`src/rtl/ctimer_pkg.sv`:
```
// Shared types for the interval timer channel.
package ctimer_pkg;
    typedef enum logic [1:0] {
        MD_TERM   = 2'd0,
        MD_RATE   = 2'd1,
        MD_STROBE = 2'd2
    } md_e;
endpackage

```
`src/rtl/ctimer_decode.sv`:
```
// Control/data write decoder.
// Turns a port write into one-cycle strobes: snapshot, behaviour select or data byte.
// Assumes BYTE_W >= 8. Control fields sit in the low eight bits.
module ctimer_decode
    import ctimer_pkg::*;
#(
    parameter int BYTE_W = 8
) (
    input  logic              wr_en,
    input  logic              wr_sel,
    input  logic [BYTE_W-1:0] wr_data,
    output logic              latch_cmd,
    output logic              mode_set,
    output md_e               new_mode,
    output logic              data_wr
);
    logic ctl_ok;
    logic md_ok;

    // Channel field must be zero and binary counting requested.
    assign ctl_ok = wr_en && wr_sel && (wr_data[7:6] == 2'b00) && !wr_data[0];

    // Map the behaviour field; unknown codes are rejected.
    always_comb begin
        md_ok    = 1'b1;
        new_mode = MD_TERM;
        case (wr_data[3:1])
            3'b000:  new_mode = MD_TERM;
            3'b010:  new_mode = MD_RATE;
            3'b100:  new_mode = MD_STROBE;
            default: md_ok    = 1'b0;
        endcase
    end

    assign latch_cmd = ctl_ok && (wr_data[5:4] == 2'b00);
    assign mode_set  = ctl_ok && (wr_data[5:4] != 2'b00) && md_ok;
    assign data_wr   = wr_en && !wr_sel;
endmodule

```
`src/rtl/ctimer_loadseq.sv`:
```
// Reload byte sequencer.
// Collects low then high byte and holds the reload value.
// Assumes the behaviour-select and data strobes are never high together.
module ctimer_loadseq #(
    parameter int BYTE_W = 8,
    localparam int CNT_W = 2 * BYTE_W
) (
    input  logic              clk,
    input  logic              rst_n,
    input  logic              mode_set,
    input  logic              data_wr,
    input  logic [BYTE_W-1:0] data_byte,
    output logic              load_stb,
    output logic [CNT_W-1:0]  ld_val,
    output logic [CNT_W-1:0]  reload_q
);
    logic              hi_pend;
    logic [BYTE_W-1:0] lo_q;

    // Track which byte comes next and keep the assembled reload value.
    always_ff @(posedge clk) begin
        if (!rst_n) begin
            hi_pend  <= 1'b0;
            lo_q     <= '0;
            reload_q <= '0;
        end else if (mode_set) begin
            hi_pend <= 1'b0;
        end else if (data_wr) begin
            if (hi_pend) begin
                reload_q <= {data_byte, lo_q};
                hi_pend  <= 1'b0;
            end else begin
                lo_q    <= data_byte;
                hi_pend <= 1'b1;
            end
        end
    end

    assign load_stb = data_wr && hi_pend;
    assign ld_val   = {data_byte, lo_q};
endmodule

```
`src/rtl/ctimer_core.sv`:
```
// Down-counter and output shaper for the three behaviours.
// A new count loads on the high-byte write. The exception is rate mode
// while running, where the stored reload is used at the period end.
module ctimer_core
    import ctimer_pkg::*;
#(
    parameter int CNT_W = 16
) (
    input  logic             clk,
    input  logic             rst_n,
    input  logic             cnt_en,
    input  logic             mode_set,
    input  md_e              new_mode,
    input  logic             load_stb,
    input  logic [CNT_W-1:0] ld_val,
    input  logic [CNT_W-1:0] reload_q,
    output logic [CNT_W-1:0] count_q,
    output logic             out_q
);
    localparam logic [CNT_W-1:0] ONE = CNT_W'(1);
    localparam logic [CNT_W-1:0] TWO = CNT_W'(2);

    md_e  mode_q;
    logic run_q;
    logic fired_q;

    // Behaviour select, load and tick handling, in that priority.
    always_ff @(posedge clk) begin
        if (!rst_n) begin
            mode_q  <= MD_TERM;
            run_q   <= 1'b0;
            fired_q <= 1'b0;
            count_q <= '0;
            out_q   <= 1'b1;
        end else if (mode_set) begin
            mode_q  <= new_mode;
            run_q   <= 1'b0;
            fired_q <= 1'b0;
            out_q   <= (new_mode != MD_TERM);
        end else if (load_stb && !(mode_q == MD_RATE && run_q)) begin
            count_q <= ld_val;
            run_q   <= 1'b1;
            fired_q <= 1'b0;
            out_q   <= (mode_q != MD_TERM);
        end else if (run_q && cnt_en) begin
            case (mode_q)
                MD_RATE: begin
                    if (count_q == ONE) begin
                        count_q <= reload_q;
                        out_q   <= 1'b1;
                    end else begin
                        count_q <= count_q - ONE;
                        if (count_q == TWO) out_q <= 1'b0;
                    end
                end
                MD_STROBE: begin
                    count_q <= count_q - ONE;
                    if (count_q == ONE && !fired_q) begin
                        out_q   <= 1'b0;
                        fired_q <= 1'b1;
                    end else begin
                        out_q <= 1'b1;
                    end
                end
                default: begin
                    count_q <= count_q - ONE;
                    if (count_q == ONE) out_q <= 1'b1;
                end
            endcase
        end
    end
endmodule

```
`src/rtl/ctimer_latch.sv`:
```
// Count snapshot register and read byte pointer.
// Assumes the snapshot takes priority over a read in the same cycle.
module ctimer_latch #(
    parameter int CNT_W = 16
) (
    input  logic             clk,
    input  logic             rst_n,
    input  logic             mode_set,
    input  logic             latch_cmd,
    input  logic             rd_en,
    input  logic [CNT_W-1:0] count_q,
    output logic [CNT_W-1:0] latched_q,
    output logic             lat_v,
    output logic             rd_hi
);
    // Capture the count once per snapshot and step the read pointer.
    always_ff @(posedge clk) begin
        if (!rst_n) begin
            latched_q <= '0;
            lat_v     <= 1'b0;
            rd_hi     <= 1'b0;
        end else if (mode_set) begin
            lat_v <= 1'b0;
            rd_hi <= 1'b0;
        end else if (latch_cmd) begin
            if (!lat_v) begin
                latched_q <= count_q;
                lat_v     <= 1'b1;
                rd_hi     <= 1'b0;
            end
        end else if (rd_en) begin
            rd_hi <= !rd_hi;
            if (rd_hi) lat_v <= 1'b0;
        end
    end
endmodule

```
`src/rtl/ctimer_chan.sv`:
```
// Interval timer channel top.
// Wires the decoder, reload sequencer, counter core and snapshot path,
// and selects the read byte.
module ctimer_chan
    import ctimer_pkg::*;
#(
    parameter int BYTE_W = 8
) (
    input  logic              clk,
    input  logic              rst_n,
    input  logic              cnt_en,
    input  logic              wr_en,
    input  logic              wr_sel,
    input  logic [BYTE_W-1:0] wr_data,
    input  logic              rd_en,
    output logic [BYTE_W-1:0] rd_data,
    output logic              tmr_out
);
    localparam int CNT_W = 2 * BYTE_W;

    logic             latch_cmd;
    logic             mode_set;
    md_e              new_mode;
    logic             data_wr;
    logic             load_stb;
    logic [CNT_W-1:0] ld_val;
    logic [CNT_W-1:0] reload_q;
    logic [CNT_W-1:0] count_q;
    logic [CNT_W-1:0] latched_q;
    logic             lat_v;
    logic             rd_hi;
    logic [CNT_W-1:0] rd_word;

    ctimer_decode #(.BYTE_W(BYTE_W)) u_dec (
        .wr_en(wr_en), .wr_sel(wr_sel), .wr_data(wr_data),
        .latch_cmd(latch_cmd), .mode_set(mode_set),
        .new_mode(new_mode), .data_wr(data_wr)
    );

    ctimer_loadseq #(.BYTE_W(BYTE_W)) u_seq (
        .clk(clk), .rst_n(rst_n), .mode_set(mode_set), .data_wr(data_wr),
        .data_byte(wr_data), .load_stb(load_stb), .ld_val(ld_val),
        .reload_q(reload_q)
    );

    ctimer_core #(.CNT_W(CNT_W)) u_core (
        .clk(clk), .rst_n(rst_n), .cnt_en(cnt_en), .mode_set(mode_set),
        .new_mode(new_mode), .load_stb(load_stb), .ld_val(ld_val),
        .reload_q(reload_q), .count_q(count_q), .out_q(tmr_out)
    );

    ctimer_latch #(.CNT_W(CNT_W)) u_lat (
        .clk(clk), .rst_n(rst_n), .mode_set(mode_set), .latch_cmd(latch_cmd),
        .rd_en(rd_en), .count_q(count_q), .latched_q(latched_q),
        .lat_v(lat_v), .rd_hi(rd_hi)
    );

    // Captured word while a snapshot is pending, live count otherwise.
    assign rd_word = lat_v ? latched_q : count_q;
    assign rd_data = rd_hi ? rd_word[CNT_W-1:BYTE_W] : rd_word[BYTE_W-1:0];
endmodule

```
`config.mk`:
```
export PLATFORM = sky130hd
export DESIGN_NAME = ctimer_chan
export DESIGN_NICKNAME = d
export VERILOG_FILES = /design/src/rtl/ctimer_pkg.sv /design/src/rtl/ctimer_decode.sv /design/src/rtl/ctimer_loadseq.sv /design/src/rtl/ctimer_core.sv /design/src/rtl/ctimer_latch.sv /design/src/rtl/ctimer_chan.sv
export SDC_FILE = /design/constraint.sdc
export NUM_CORES = 1
export LEC_CHECK = 0
export BUFFER_PORTS_ARGS = -buffer_cell sky130_fd_sc_hd__buf_2
export CORE_AREA = 2 2 88 90
export CTS_CLUSTER_SIZE = 12
export DETAILED_ROUTE_END_ITERATION = 6
export DIE_AREA = 0 0 90 92
export PLACE_DENSITY = 0.71
export SYNTH_ARGS = -nofsm -noshare
export SYNTH_HDL_FRONTEND = slang
export SYNTH_HIERARCHICAL = 1
export SYNTH_SLANG_ARGS = --single-unit
```
`constraint.sdc`:
```
create_clock -name clk -period 7.57 [get_ports clk]
set_input_delay 1.514 -clock clk [delete_from_list [all_inputs] [get_ports clk]]
set_output_delay 1.514 -clock clk [all_outputs]
set_load 0.1 [all_outputs]
```
; Word level (Yosys, flattened, before mapping)
; Index checks and enable logic that the tools add are counted.
[classes]
addsub = 1
n_eq_ne = 8
mux = 23
n_bitwise = 3
n_reduce_logical = 39
[ops]
columns = cell, count
row1 = 16-bit 2-to-1 mux, 5
row2 = "16-bit by 1-bit == test with 1-bit output, second input constant", 1
row3 = "16-bit by 2-bit == test with 1-bit output, second input constant", 1
row4 = "16-bit by 1-bit subtractor with 16-bit output, second input constant", 1
row5 = 1-bit 2-to-1 mux, 15
row6 = 1-bit logical AND, 12
row7 = 3-bit AND reduction, 4
row8 = 2-bit nonzero test, 6
row9 = 8-bit 2-to-1 mux, 1
row10 = 2-bit AND reduction, 4
row11 = 3-bit OR reduction, 2
row12 = 1-bit zero test, 5
row13 = "5-bit != test, second input constant", 1
row14 = 5-bit nonzero test, 1
row15 = 2-bit zero test, 2
row16 = 2-bit case mux with 2 select lines, 1
row17 = "3-bit by 2-bit == test with 1-bit output, second input constant", 1
row18 = "3-bit == test, second input constant", 1
row19 = 3-bit zero test, 1
row20 = 1-bit NOT, 3
row21 = 3-bit nonzero test, 1
row22 = "2-bit by 1-bit == test with 1-bit output, second input constant", 1
row23 = "2-bit == test, second input constant", 1
row24 = "2-bit != test, second input constant", 1
row25 = other kinds (2), 2
[word_totals]
ff_bits = 64
inputBits = 14
output_inout_bits = 9
wordCells = 85

; Depth between registers and ports, before layout
; Gate-level depths: netlist of the first run.
[logic_depth]
depth_word = 7
depth_mapped = 10
mapped_depth_nobuf = 8

; Modules after synthesis
; The synthesis of the first run kept the hierarchy.
[modules_own_cells]
columns = mod, n_inst, cells_each, area_each_um2, seq_area_each_um2
row1 = ctimer_core, 1, 197, 1582.8, 420.4
row2 = ctimer_loadseq, 1, 101, 1017.2, 500.5
row3 = ctimer_latch, 1, 84, 797.0, 360.3
row4 = ctimer_chan, 1, 10, 196.4, 0.0
row5 = ctimer_decode, 1, 8, 60.1, 0.0

; Worst setup path before layout of the first run
; No wires, ideal clock.
[synth_path]
path_type = input -> register
from = input port wr_data[7]
to = register u_core.out_q
setup_ns = 0.131
arrival_ns = 3.429
required_ns = 7.439
slack_ns = 4.010
path_stages = 7
path_buffers = 1
path_cell_list = or4b_1 > nor4_2 > clkbuf_1 > a21oi_1 > o311a_1 > nor3_1 > mux2i_1
[synth_via]
elab_chain_len = 7
word_cells_on_any_way = 10
classes_between = 1 x eq/ne / 1 x mux / 8 x reduce/logical
[synth_rtl]
columns = element, line_no
row1 = from (decl), ctimer_chan.sv:14  ; input logic [BYTE_W-1:0] wr_data,
row2 = 2-bit zero test *, ctimer_decode.sv:21  ; assign ctl_ok = wr_en && wr_sel && (wr_data[7:6] == 2'b00) && !wr_data[0];
row3 = 1-bit logical AND * (2 in series), ctimer_decode.sv:21
row4 = 1-bit logical AND * (2 in series), ctimer_decode.sv:36  ; assign mode_set = ctl_ok && (wr_data[5:4] != 2'b00) && md_ok;
row5 = net mode_set, ctimer_chan.sv:22  ; logic mode_set;
row6 = "5-bit != test (no line), or another cell as far along", -
row7 = 3-bit AND reduction (no line), -
row8 = to (signal assigned), ctimer_core.sv:39  ; out_q <= (new_mode != MD_TERM);
row9 = to (signal assigned), ctimer_core.sv:44  ; out_q <= (mode_q != MD_TERM);
row10 = to (decl), ctimer_core.sv:18  ; output logic out_q
; Mark *: on every way through the listed nets, which the timed path passes. The rest lies on a longest branch.
; A chain may end at the register's enable or synchronous reset.

; Worst setup path after layout of the first run
[layout_path]
from = input port wr_data[7]
to = register u_seq.reload_q[13]
[layout_via]
elab_chain_len = 7
[layout_rtl]
columns = element, line_no
row1 = 2-bit zero test, ctimer_decode.sv:21
row2 = 1-bit logical AND (2 in series), ctimer_decode.sv:21
row3 = 1-bit logical AND (2 in series), ctimer_decode.sv:36
row4 = net mode_set, ctimer_chan.sv:22
row5 = 1-bit NOT (no line), -
row6 = 3-bit AND reduction (no line), -
row7 = to (signal assigned), ctimer_loadseq.sv:30  ; reload_q <= {data_byte, lo_q};
row8 = to (decl), ctimer_loadseq.sv:15  ; output logic [CNT_W-1:0] reload_q
; The timed path passes the listed nets, and every way through them passes these cells.

==> impl_summary.log, run 1 <==
INFO  metric run_status = finished, final reports clean
INFO  metric clock_tree.htree_level_count = 3
INFO  metric min-delay-path-class = reg -> reg
INFO  metric critPathCaptureType = flip-flop
INFO  metric totalWireLength = 8310 um
INFO  metric drt-initial-drc-count = 205
INFO  metric yosysWarnings = 6
INFO  metric floorplan_die_width = 90 um
INFO  metric synth-main-ff-cell = dfxtp_1
INFO  metric io_buffer_count = 22
INFO  metric synth-edff-count = 0
INFO  metric final_common_cell = dfxtp_1
INFO  metric timing_max_transition_violations_final = 0
INFO  metric fin_worst_skew = 0.00847 ns
INFO  metric ys_types = 65
INFO  metric max_slew.worst_pin.slew = 1.03 ns
INFO  metric number_of_nets_in_the_synthesized_netlist = 420
INFO  metric tritoncts_clock_tree = built
INFO  metric drc_errors = 0
INFO  metric final-hold-violation-count = 0
INFO  metric post-cts-setup-buffers = 0
INFO  metric insertedDiodeCount = 0
INFO  metric grt_antenna_before_repair = 0
INFO  metric crit_fanout = 16
INFO  metric floorplan.rows = 32
INFO  metric mean_post_synth_cell_area = 9.13 um^2
INFO  metric met1Wirelength = 4060 um
INFO  metric period_needed = 3.80 ns
INFO  metric layout_common_cells = dfxtp_1 (64), nand2_1 (63), mux2i_1 (32)
INFO  metric maximum_number_of_pins_on_one_net_before_global_route_repair = 80
INFO  metric peakVddDrop = 0.119 mV
INFO  metric vias_per_cell = 5.84
INFO  metric postSynth.asyncResetShare = 0%
INFO  metric grt_usage = 20.7%
INFO  metric vias_in_the_first_global_route = 2692
INFO  metric synth_top_cells_by_area = dfxtp_1 (35%), mux2i_1 (8.8%), nand2_1 (6.5%)
INFO  metric layout_utilization = 52.2%
INFO  metric num-fill-cells = 722
INFO  metric clkTransAtPathRegs = 0.08 ns
INFO  metric met2RoutedLength = 3640 um
INFO  metric cellPowerDensity = 215 nW/um^2
INFO  metric number_of_hold_buffers_added_after_cts = 0
INFO  metric initial_core_util = 49.1%
INFO  metric rsz0062_at_grt = no
INFO  metric synth-seq-cells = 64
INFO  metric final_layout_size_suffix_gt1_share = 21.3%
INFO  metric die_h = 92 um
INFO  metric endpoint_arrival_time_on_the_critical_path = 4.07 ns
INFO  metric max_cap_viol = 0
INFO  metric cts-root-buf = clkbuf_8
INFO  metric routedWlPerCell = 16.5 um
INFO  metric top_level_i_o_count = 23
INFO  metric finalSetupViolations = 0
INFO  metric drtAntennaViolNets = 0
INFO  metric dp_hpwl = 5830 um
INFO  metric worst_skew_pair.late_latency = 0.35 ns
INFO  metric cts_resized = 0
INFO  metric numClockSinks = 64
INFO  metric static-leakage-power = 1.51 nW
INFO  metric max_freq = 0.263 GHz
INFO  metric synth_top_area_share = 35.1%
INFO  metric dr.max_layer_used = met4
INFO  metric worst_ep_required_time = 7.84 ns
INFO  metric wire_length_of_the_first_global_routing_pass = 13800 um
INFO  metric core = 7450 um^2
INFO  metric worst_setup_path_start_kind = primary input
INFO  metric post_synth_inst_count = 400
INFO  metric timing.slew.headroom = 31.3%
INFO  metric design_power_total = 837 uW
INFO  metric area_of_the_die = 8280 um^2
INFO  metric wl_met3 = 506 um
INFO  metric synth-seq-area-share = 35.1%
INFO  metric areaGrowthSynthToFinish = 6.37%
INFO  metric cts_max_path_buffers = 2
INFO  metric setup-tns-final = 0 ns
INFO  metric crit_path_kind = in -> reg
INFO  metric numCtsBuffers = 9
INFO  metric dr.pass1.iters = 5
INFO  metric routabilityCongestion = 0.893
INFO  metric cell_taking_the_most_area_after_synthesis = dfxtp_1
INFO  metric vias = 2950
INFO  metric aggregate_global_routing_overflow = 0
INFO  metric nets = 418
INFO  metric timing.final.crit_share = 50.2%
INFO  metric synth_area = 3650 um^2
-- critical path: stages --
cell and delay (ns):
buf_2 0.12, or4b_1 0.58, nor4_4 0.51, buf_4 0.30, nand3b_1 0.77, mux2i_1 0.27
-- sequential cells by signal (all words and copies together), names as in the netlist --
register and count:
u_core/count_q 16, u_lat/latched_q 16, u_seq/reload_q 16, u_seq/lo_q 8
u_core/mode_q 2, u_core/fired_q 1, u_core/out_q 1, u_core/run_q 1
u_lat/lat_v 1, u_lat/rd_hi 1, u_seq/hi_pend 1
-- final cells by class --
type	instances	area, um^2	area share [%]
inverters	6	22.5	0.580
well taps	102	128	3.28
clock buffers	10	138	3.54
multi-input cells	290	2080	53.4
flip-flops and latches	64	1280	33.0
clock inverters	6	92.6	2.38
repair buffers	27	148	3.80
-- per-stage QoR --
step / hold WS, ns / instances / cell area, um^2 / worst slack, ns
after floorplan: 0.434 / 400 / 3650 / 4.01
after global placement: 0.441 / 489 / 3660 / 3.55
after detailed placement: 0.447 / 489 / 3660 / 3.45
after CTS: 0.457 / 505 / 3890 / 3.82
after global routing: 0.480 / 505 / 3890 / 3.65
final: 0.452 / 505 / 3890 / 3.77
-- where the power goes --
group / internal (mW) / switching, mW / total [mW]
clock network: 0.195 / 0.140 / 0.335
registers: 0.346 / 0.0164 / 0.363
logic: 0.0529 / 0.0872 / 0.140
total: 0.594 / 0.243 / 0.837
-- metal layers --
layer  track usage, %  up-vias
met3             6.24       12
met4             5.90        0
met2             30.7      105
met5                0        -
li1                 -     1437
met1             29.1     1396
-- logic make-up after synthesis --
group | Yosys count | synth area share (%)
DFF | 64 | 35.1
and+or+nand+nor | 154 | 22.3
AOI/OAI and AO/OA | 78 | 15.6
buffers and inverters | 46 | 8.32
adders and majority gates | 6 | 2.05
muxes | 41 | 14.0
xor gates and xnor gates | 11 | 2.64
-- final timing paths --
kind | cells after the start | startpoint | slack [ns] | to
min reg2reg | 2 | u_lat/latched_q[13] | 0.45 | u_lat/latched_q[13]
max reg2reg | 8 | u_core/mode_q[1] | 5.09 | u_core/count_q[14]
max | 6 | wr_data[7] | 3.77 | u_seq/reload_q[13]
min | 2 | u_lat/latched_q[13] | 0.45 | u_lat/latched_q[13]
-- synth_stat cells (7+ instances only) --
cell and count:
nand2_1 63, nor3_1 12, mux4_2 8, mux2i_1 32
nor2_1 17, nand3_1 15, xnor2_1 7, buf_4 9
a21oi_1 14, o21ai_0 11, clkbuf_1 14, dfxtp_1 64
o21ai_2 16
Power figures use the tool's default switching activity.
==> inputs of run 2 (changes only) <==
ABC_AREA = 1   (was unset)
CORE_AREA = 2 2 94 96   (was 2 2 88 90)
DIE_AREA = 0 0 96 98   (was 0 0 90 92)
PLACE_DENSITY = 0.73   (was 0.71)
clock period = 3.19 ns   (was 7.57 ns; I/O delays follow)
==> run 2 against run 1 <==
Core utilization down 1.2 points. Sequential share of layout area down 3.3 points. First-iteration DRC count up 21%. Critical path depth shrank 1. Synthesized area increased by 14%. Setup slack worse by 3.3 ns. Cell area increased by 11%. Power up 130%. Clock skew fell by 0.0033 ns. Highest routed layer unchanged.
==> impl_summary.log, run 2 <==
INFO  metric wire_length_of_the_first_global_routing_pass = 17100 um
INFO  metric top_level_i_o_count = 23
INFO  metric number_of_hold_buffers_added_after_cts = 0
INFO  metric post-synth-top-count-cell = nand2_1
INFO  metric placed_cells_incl_taps = 785
INFO  metric synth-main-ff-cell = dfxtp_1
INFO  metric critical-path-max-stage-delay = 0.82 ns
INFO  metric cp_num_buf_inv = 2
INFO  metric routedWlPerCell = 12.6 um
INFO  metric fin_worst_skew = 0.00512 ns
INFO  metric numCtsBuffers = 9
INFO  metric vias_in_the_first_global_route = 3646
INFO  metric final_common_cell = nand2_1
INFO  metric max_slew.worst_pin.slew = 1.05 ns
INFO  metric grt_usage = 22.9%
INFO  metric worst_r2r_setup_slack = 0.79 ns
INFO  metric yosysWarnings = 6
INFO  metric finalSetupViolations = 0
INFO  metric max_freq = 0.369 GHz
INFO  metric final-hold-violation-count = 0
INFO  metric timing_max_transition_violations_final = 0
INFO  metric critPathCaptureType = output port
INFO  metric synth_top_cells_by_area = dfxtp_1 (31%), nand2_1 (17%), inv_1 (10%)
INFO  metric period_needed = 2.71 ns
INFO  metric floorplan_die_width = 96 um
INFO  metric dr.pass1.iters = 5
INFO  metric reg_top3 = u_core/count_q: 16 flops, u_lat/latched_q: 16 flops, u_seq/reload_q: 16 flops
INFO  metric synth_top_area_share = 30.7%
INFO  metric peakVddDrop = 0.311 mV
INFO  metric setup-tns-final = 0 ns
INFO  metric timing.critical_path.cells = inv_4 -> nand2_1 -> nand3_1 -> nand2_1 -> buf_2
INFO  metric cellPowerDensity = 440 nW/um^2
INFO  metric io_buffer_count = 22
INFO  metric fin_area = 4310 um^2
INFO  metric final_cells = 799
INFO  metric worst_skew_pair.late_latency = 0.34 ns
INFO  metric clock_tree.htree_level_count = 3
INFO  metric vias_per_cell = 5.07
INFO  metric post-cts-setup-buffers = 0
INFO  metric routabilityCongestion = 0.866
INFO  metric numClockSinks = 64
INFO  metric timing.slew.headroom = 29.9%
INFO  metric tritoncts_clock_tree = built
INFO  metric placement.cell_area = 4150 um^2
INFO  metric synth_area = 4170 um^2
INFO  metric run_status = finished, final reports clean
INFO  metric drc_errors = 0
INFO  metric worst_path_most_repeated_cell = nand2_1
INFO  metric insertedDiodeCount = 0
INFO  metric postSynth.asyncResetShare = 0%
INFO  metric post_synth_most_frequent_cells = nand2_1 (191), inv_1 (113), nor2_1 (109)
INFO  metric nets = 708
INFO  metric die_h = 98 um
INFO  metric ys_types = 31
INFO  metric crit_fanout = 19
INFO  metric clkTransAtPathRegs = 0.07 ns
INFO  metric cts-root-buf = clkbuf_8
INFO  metric synth-edff-count = 0
INFO  metric floorplan.rows = 34
INFO  metric dp_slack = 0.616 ns
INFO  metric endpoint_arrival_time_on_the_critical_path = 2.07 ns
INFO  metric vias = 4048
INFO  metric cts_resized = 0
INFO  metric grt_antenna_before_repair = 0
INFO  metric cell_taking_the_most_area_after_synthesis = dfxtp_1
INFO  metric static-leakage-power = 2.13 nW
INFO  metric aggregate_global_routing_overflow = 0
INFO  metric drt-initial-drc-count = 248
INFO  metric layout_common_cells = nand2_1 (191), inv_1 (113), nor2_1 (108)
INFO  metric worst_setup_path_start_kind = flip-flop
INFO  metric slowest_stage = dfxtp_1
INFO  metric min-delay-path-class = reg -> reg
INFO  metric maximum_number_of_pins_on_one_net_before_global_route_repair = 33
INFO  metric crit_path_kind = reg -> out
INFO  metric area_of_the_die = 9410 um^2
INFO  metric initial_core_util = 49.2%
INFO  metric drtAntennaViolNets = 0
INFO  metric core = 8470 um^2
INFO  metric cts_max_path_buffers = 2
INFO  metric worst_ep_required_time = 2.55 ns
INFO  metric post_synth_inst_count = 688
INFO  metric dp_hpwl = 7150 um
INFO  metric max_cap_viol = 0
INFO  metric final_layout_size_suffix_gt1_share = 8.97%
INFO  metric timing.final.crit_share = 85.0%
INFO  metric number_of_nets_in_the_synthesized_netlist = 708
INFO  metric mean_post_synth_cell_area = 6.06 um^2
INFO  metric finalWorstSetupSlack = 0.477 ns
INFO  metric critPathTopFamily = flip-flops
INFO  metric areaGrowthSynthToFinish = 3.51%
INFO  metric rsz0062_at_grt = no
INFO  metric totalWireLength = 10100 um
INFO  metric synth-seq-cells = 64
INFO  metric synth-seq-area-share = 30.7%
INFO  metric design_power_total = 1.90 mW
==> run 2: cell type report <==
cell class                 instances  area, um^2
timing repair buffer              27         148
clock buffer                      10         138
clock inverter                     4        22.5
inverter                         115         434
sequential                        64        1280
tap                              108         135
multi-input combinational        471        2160
fill                             880        4150
==> run 2: cell families (layout without fill, tap and decap cells) <==
family / Yosys count / in the layout / synth area share [%]
simple gates: 388 / 388 / 40.0
buf+inv: 153 / 156 / 17.6
compound gates: 76 / 76 / 9.61
flops: 64 / 64 / 30.7
fa+ha+maj: 6 / 6 / 1.80
xor+xnor: 1 / 1 / 0.210
==> run 2: stage by stage <==
step / hold WS, ns / util [%]
2_1_floorplan: 0.433 / -
3_3_place_gp: 0.449 / 49.1
3_5_place_dp: 0.460 / 49.1
4_1_cts: 0.473 / 51.0
5_1_grt: 0.507 / 51.0
6_report: 0.472 / 51.0
==> run 2: report_power, final <==
group	internal, mW	total [mW]	switching (mW)
sequential	0.828	0.867	0.0393
clock	0.290	0.607	0.317
combinational	0.138	0.425	0.287
==> run 2: final timing paths <==
check	start	cells after the start	endpoint
max	u_lat/lat_v	5	rd_data[4]
min	u_core/fired_q	2	u_core/fired_q
max reg2reg	u_core/mode_q[1]	7	u_core/count_q[4]
min reg2reg	u_core/fired_q	2	u_core/fired_q
==> run 2: worst register-to-register path: cells and delay by family, from the launching register on <==
family                   cells  cell delay [ns]
AO/OA/AOI/OAI                4             1.26
adder cells (fa/ha/maj)      1             0.35
buffers and inverters        2             0.38
flip-flops                   1             0.31
==> run 2: per-layer routing <==
metal	global-route usage, %	wire [um]
met5	0	0
met4	5.16	105
met3	5.25	592
met2	37.3	4730
met1	30.6	4630
